File: config.mk
export PLATFORM = sky130hd
export DESIGN_NAME = mdio_master
export DESIGN_NICKNAME = d
export VERILOG_FILES = /design/src/rtl/mdio_pkg.sv /design/src/rtl/mdio_clkgen.sv /design/src/rtl/mdio_shifter.sv /design/src/rtl/mdio_regs.sv /design/src/rtl/mdio_master.sv
export SDC_FILE = /design/constraint.sdc
export NUM_CORES = 1
export LEC_CHECK = 0
export BUFFER_PORTS_ARGS = -buffer_cell sky130_fd_sc_hd__buf_2
export CORE_MARGIN = 2
export CORE_UTILIZATION = 38
export CTS_CLUSTER_SIZE = 28
export DETAILED_ROUTE_END_ITERATION = 7
export SETUP_SLACK_MARGIN = 0.15
export SLEW_MARGIN = 5
export SYNTH_ARGS = -nofsm -noshare
export SYNTH_HDL_FRONTEND = slang
export SYNTH_SLANG_ARGS = --single-unit
File: constraint.sdc
create_clock -name clk -period 2.3 [get_ports clk]
set_clock_uncertainty 0.2 [all_clocks]
set_input_delay 0.23 -clock clk [delete_from_list [all_inputs] [get_ports clk]]
set_output_delay 0.23 -clock clk [all_outputs]
set_load 0.02 [all_outputs]
File: src/rtl/mdio_pkg.sv
package mdio_pkg;

    typedef enum logic [1:0] {
        FK_EXT   = 2'b00,
        FK_SHORT = 2'b01,
        FK_RSV2  = 2'b10,
        FK_RSV3  = 2'b11
    } frame_kind_e;

    typedef struct packed {
        frame_kind_e kind;   // [13:12]
        logic [1:0]  op;     // [11:10]
        logic [4:0]  port;   // [9:5]
        logic [4:0]  dev;    // [4:0]
    } mdio_cmd_t;

    localparam logic [4:0] OFS_CMD  = 5'h00;
    localparam logic [4:0] OFS_ADDR = 5'h04;
    localparam logic [4:0] OFS_WDAT = 5'h08;
    localparam logic [4:0] OFS_RDAT = 5'h0C;
    localparam logic [4:0] OFS_STAT = 5'h10;
    localparam int         GO_BIT   = 14;

    function automatic logic cmd_is_read(mdio_cmd_t c);
        return (c.op == 2'd2) || (c.kind == FK_EXT && c.op == 2'd3);
    endfunction

    function automatic logic cmd_sends_addr(mdio_cmd_t c);
        return (c.kind == FK_EXT) && (c.op == 2'd0);
    endfunction

endpackage

File: src/rtl/mdio_clkgen.sv
module mdio_clkgen #(
    parameter int DIV_HALF = 50
) (
    input  logic clk,
    input  logic rst,
    input  logic run,
    output logic mdc,
    output logic rise_tick,
    output logic fall_tick
);
    localparam int CW = (DIV_HALF > 1) ? $clog2(DIV_HALF) : 1;

    logic [CW-1:0] cnt;
    logic          term;

    assign term      = run && (cnt == CW'(DIV_HALF - 1));
    assign rise_tick = term && !mdc;
    assign fall_tick = term && mdc;

    always_ff @(posedge clk) begin
        if (rst || !run) begin
            cnt <= '0;
            mdc <= 1'b0;
        end else if (term) begin
            cnt <= '0;
            mdc <= ~mdc;
        end else begin
            cnt <= cnt + 1'b1;
        end
    end
endmodule

File: src/rtl/mdio_shifter.sv
module mdio_shifter
    import mdio_pkg::*;
#(
    parameter int DATA_W  = 16,
    parameter int PRE_LEN = 32
) (
    input  logic              clk,
    input  logic              rst,
    input  logic              start,
    input  mdio_cmd_t         cmd,
    input  logic [DATA_W-1:0] addr_val,
    input  logic [DATA_W-1:0] wdata_val,
    input  logic              rise_tick,
    input  logic              fall_tick,
    input  logic              mdio_i,
    output logic              busy,
    output logic              mdio_o,
    output logic              mdio_oe,
    output logic              done_read,
    output logic [DATA_W-1:0] rd_val,
    output logic              rd_fail
);
    localparam int FRAME_LEN = PRE_LEN + 16 + DATA_W;
    localparam int IW        = $clog2(FRAME_LEN + 1);
    localparam int TA_FIRST  = PRE_LEN + 14;
    localparam int TA_SECOND = TA_FIRST + 1;
    localparam int LAST      = FRAME_LEN - 1;

    logic [FRAME_LEN-1:0] sreg;
    logic [IW-1:0]        idx;
    logic                 rd_mode;
    logic                 ta_bad;
    logic                 done;
    logic [DATA_W-1:0]    cap;

    always_ff @(posedge clk) begin
        if (rst) begin
            busy    <= 1'b0;
            sreg    <= '1;
            idx     <= '0;
            rd_mode <= 1'b0;
            ta_bad  <= 1'b0;
            done    <= 1'b0;
            cap     <= '0;
        end else begin
            done <= 1'b0;
            if (start && !busy) begin
                busy    <= 1'b1;
                idx     <= '0;
                rd_mode <= cmd_is_read(cmd);
                ta_bad  <= 1'b0;
                sreg    <= {{PRE_LEN{1'b1}}, cmd.kind, cmd.op, cmd.port, cmd.dev,
                            2'b10, cmd_sends_addr(cmd) ? addr_val : wdata_val};
            end else if (busy) begin
                if (rise_tick) begin
                    if (idx == IW'(TA_SECOND))
                        ta_bad <= mdio_i;
                    if (idx > IW'(TA_SECOND))
                        cap <= {cap[DATA_W-2:0], mdio_i};
                end
                if (fall_tick) begin
                    if (idx == IW'(LAST)) begin
                        busy <= 1'b0;
                        done <= 1'b1;
                    end else begin
                        idx  <= idx + 1'b1;
                        sreg <= sreg << 1;
                    end
                end
            end
        end
    end

    assign mdio_o    = busy ? sreg[FRAME_LEN-1] : 1'b1;
    assign mdio_oe   = busy && !(rd_mode && idx >= IW'(TA_FIRST));
    assign done_read = done && rd_mode;
    assign rd_val    = cap;
    assign rd_fail   = ta_bad;
endmodule

File: src/rtl/mdio_regs.sv
module mdio_regs
    import mdio_pkg::*;
#(
    parameter int DATA_W = 16
) (
    input  logic              clk,
    input  logic              rst,
    input  logic              bus_wr,
    input  logic [4:0]        bus_addr,
    input  logic [DATA_W-1:0] bus_wdata,
    output logic [DATA_W-1:0] bus_rdata,
    input  logic              busy,
    input  logic              done_read,
    input  logic [DATA_W-1:0] rd_val,
    input  logic              rd_fail,
    output logic              start,
    output mdio_cmd_t         cmd,
    output logic [DATA_W-1:0] addr_val,
    output logic [DATA_W-1:0] wdata_val
);
    mdio_cmd_t         cmd_q;
    logic [DATA_W-1:0] addr_q, wdata_q, rdat_q;
    logic              fail_q;

    assign cmd   = mdio_cmd_t'(bus_wdata[13:0]);
    assign start = bus_wr && (bus_addr == OFS_CMD) && bus_wdata[GO_BIT] && !busy;

    always_ff @(posedge clk) begin
        if (rst) begin
            cmd_q   <= '0;
            addr_q  <= '0;
            wdata_q <= '0;
            rdat_q  <= '0;
            fail_q  <= 1'b0;
        end else begin
            if (start)
                cmd_q <= cmd;
            if (bus_wr && bus_addr == OFS_ADDR)
                addr_q <= bus_wdata;
            if (bus_wr && bus_addr == OFS_WDAT)
                wdata_q <= bus_wdata;
            if (done_read) begin
                rdat_q <= rd_val;
                fail_q <= rd_fail;
            end
        end
    end

    always_comb begin
        case (bus_addr)
            OFS_CMD:  bus_rdata = DATA_W'({busy, cmd_q});
            OFS_ADDR: bus_rdata = addr_q;
            OFS_WDAT: bus_rdata = wdata_q;
            OFS_RDAT: bus_rdata = rdat_q;
            OFS_STAT: bus_rdata = DATA_W'(fail_q);
            default:  bus_rdata = '0;
        endcase
    end

    assign addr_val  = addr_q;
    assign wdata_val = wdata_q;
endmodule

File: src/rtl/mdio_master.sv
module mdio_master
    import mdio_pkg::*;
#(
    parameter int DIV_HALF = 50,
    parameter int PRE_LEN  = 32,
    parameter int DATA_W   = 16
) (
    input  logic              clk,
    input  logic              rst,
    input  logic              bus_wr,
    input  logic [4:0]        bus_addr,
    input  logic [DATA_W-1:0] bus_wdata,
    output logic [DATA_W-1:0] bus_rdata,
    output logic              mdc,
    output logic              mdio_o,
    output logic              mdio_oe,
    input  logic              mdio_i
);
    logic              busy, start, done_read, rd_fail;
    logic              rise_tick, fall_tick;
    mdio_cmd_t         cmd;
    logic [DATA_W-1:0] addr_val, wdata_val, rd_val;

    mdio_regs #(.DATA_W(DATA_W)) u_regs (
        .clk(clk), .rst(rst), .bus_wr(bus_wr), .bus_addr(bus_addr),
        .bus_wdata(bus_wdata), .bus_rdata(bus_rdata), .busy(busy),
        .done_read(done_read), .rd_val(rd_val), .rd_fail(rd_fail),
        .start(start), .cmd(cmd), .addr_val(addr_val), .wdata_val(wdata_val)
    );

    mdio_clkgen #(.DIV_HALF(DIV_HALF)) u_clk (
        .clk(clk), .rst(rst), .run(busy), .mdc(mdc),
        .rise_tick(rise_tick), .fall_tick(fall_tick)
    );

    mdio_shifter #(.DATA_W(DATA_W), .PRE_LEN(PRE_LEN)) u_shift (
        .clk(clk), .rst(rst), .start(start), .cmd(cmd),
        .addr_val(addr_val), .wdata_val(wdata_val),
        .rise_tick(rise_tick), .fall_tick(fall_tick), .mdio_i(mdio_i),
        .busy(busy), .mdio_o(mdio_o), .mdio_oe(mdio_oe),
        .done_read(done_read), .rd_val(rd_val), .rd_fail(rd_fail)
    );
endmodule

==> reports/results.tsv <==
metric	value	unit
drt-total-wl	18.5	mm
dpl.hpwl	11.9	mm
grt_pass1_vias	5482	
p_per_area	707	nW/µm²
num_vias	5998	
ctsRootBufferMaster	clkbuf_16	
r2r_setup_slack	230	ps
fp.dieW	135	µm
first_iter_violations	503	
rsz0062_at_grt	yes	
dr.pass1.iters	8	
tightestPinTransition	737	ps
fmax	455	MHz
crit_path_start_kind	input port	
final_area	8310	µm²
async_reset_ff_share	0	%
syn_area	6510	µm²
finalCritPeriodShare	95.6	%
cp.arrival	1770	ps
start_util	39.1	%
dr_wl_met2	8.45	mm
status	finished with violations	
rows	47	
cts_max_path_buffers	2	
via_per_inst	5.36	
wl_met3	1.21	mm
ys_ff_latch	161	
cp-end-kind	output pin	
power_leakage	3.19	nW
ant_nets	0	
dpl_cell_area	7190	µm²
core_area	16600	µm²
violations	design-rule violations	
ys_warn_count	0	
synth-edff-count	0	
drive_above_1_share	17.2	%
synth_cells	807	
hold_path.class	input port to flop	
synth_ff_type	dfxtp_1	
finalSetupViolations	0	
final-hold-violation-count	0	
yosysSeqAreaShare	49.5	%
ir_drop	0.526	mV
h-tree-depth	4	
hold_ws	155	ps
syn_to_final_growth	27.6	%
nets	918	
crit_required	1870	ps
overflow	0	
finalPower	0.00587	W
cp_max_fo	5	
antenna_found_initial	0	
synthesis.nets	836	
drt-met1-wl	8.31	mm
post-route-util	49.9	%
crit_type	input port to output pin	
fin_crit	2200	ps
syn_avg_cell_area	8.07	µm²
insertion_delay	430	ps
dieHeight	135	µm
synth.distinct_cells	47	
slew_viol_final	0	
wire_per_inst	16.5	µm
clock-sinks	161	
clkTransAtPathRegs	60	ps
final_cell_mix	275 x nand2_1, 158 x dfxtp_1, 80 x a21oi_1	
grt_pass1_wl	28.7	mm
diodes	0	
place_congestion	0.813	
dieArea	18200	µm²
grt_max_degree	52	
cts_made_buffers	17	
cts_tree	built	
top_layer	met4	
port_buffers	43	
grt_usage	20.1	%
final_common_cell	nand2_1	
drc	2	
ios	44	
drv_cap	0	
slew_headroom	50.8	%
==> final timing paths <==
path | start | endpoint | depth (start not counted)
max | bus_addr[0] | bus_rdata[0] | 9
min | bus_wr | u_regs.wdata_val[7]$_SDFFE_PP0P_ | 4
max reg2reg | u_shift.idx[0]$_SDFFE_PP0P_ | u_shift.rd_val[10]$_SDFFE_PP0P_ | 7
min reg2reg | u_shift.rd_val[7]$_SDFFE_PP0P_ | u_regs.rdat_q[7]$_SDFFE_PP0P_ | 2
==> per-stage QoR <==
stage	instances	worst slack [ps]	TNS, ps
CTS	1103	136	0
floorplan	807	178	0
global route	1120	52.7	0
global placement	1056	-10.8	-138
finish	1120	100	0
detailed placement	1056	-40.8	-474
==> registers in the layout (all words and copies together), names as in the netlist, 6 cells and up <==
signal and flops:
u_clk.cnt 6, u_shift.rd_val 16, u_regs.wdata_val 16, u_regs.cmd_q 14, u_regs.rdat_q 16, u_shift.sreg 64
u_shift.idx 7, u_regs.addr_val 16
==> logic make-up (layout without fill, tap and decap cells) <==
| group | after synthesis | count (layout) | synth area share (%) |
|---|---|---|---|
| compound gates | 127 | 127 | 12.9 |
| mux | 23 | 23 | 3.54 |
| buf+inv | 65 | 158 | 3.98 |
| fa+ha+maj | 4 | 4 | 0.769 |
| simple gates | 421 | 421 | 28.5 |
| flops | 161 | 161 | 49.5 |
| xor+xnor | 6 | 6 | 0.807 |
==> per-layer routing <==
| layer | up-vias | track usage, % |
|---|---|---|
| li1 | 2950 | - |
| met1 | 2832 | 27.1 |
| met2 | 189 | 30.8 |
| met3 | 27 | 4.80 |
| met4 | 0 | 8.42 |
| met5 | - | 0 |
==> synth_stat cells (all sizes together) (2+ instances only) <==
| cell type | count | area, µm² |
|---|---|---|
| nand2b | 3 | 18.8 |
| buf | 6 | 37.5 |
| or4b | 2 | 20.0 |
| nand4 | 15 | 93.8 |
| a222oi | 15 | 150 |
| mux2i | 23 | 230 |
| a2111o | 15 | 169 |
| inv | 5 | 18.8 |
| and3 | 18 | 113 |
| xor2 | 2 | 17.5 |
| dfxtp | 161 | 3220 |
| or4 | 5 | 41.3 |
| o21ai | 6 | 30.0 |
| nand3 | 69 | 345 |
| xnor2 | 4 | 35.0 |
| nor2 | 17 | 63.8 |
| or3 | 3 | 18.8 |
| clkbuf | 53 | 199 |
| o31ai | 2 | 15.0 |
| nor3 | 4 | 25.0 |
| nand2 | 275 | 1030 |
| ha | 4 | 50.1 |
| a21oi | 80 | 400 |
| and2 | 3 | 18.8 |
==> layout make-up <==
cell class                 instances  area [µm²]
fill                            1589        8340
clock buffer                      20         457
inverter                           6        22.5
timing repair buffer             122        1030
tap                              220         275
sequential                       161        3230
clock inverter                    10         136
multi-input combinational        581        3150
==> report_power, final <==
group / switching, W / internal, W / total (W)
Clock: 0.00111 / 0.00175 / 0.00286
Sequential: 0.00000606 / 0.00280 / 0.00280
Combinational: 0.000124 / 0.0000835 / 0.000208
==> what timing repair did <==
action / CTS / global route
resized for setup: 4 / 46
pin swaps: 2 / 12
hold endpoints to repair: 57 / 0
setup buffers: 0 / 14
setup endpoints to repair: 21 / 73
hold buffers: 17 / 0
cloned: 0 / 3
==> critical path: stages <==
cell       delay (ps)
buf_6              90
buf_6             110
or3_4             410
nor3_4            230
buf_6             140
buf_6             120
o2bb2ai_2         100
a221o_1           200
buf_6             140
Power figures use the tool's default switching activity.
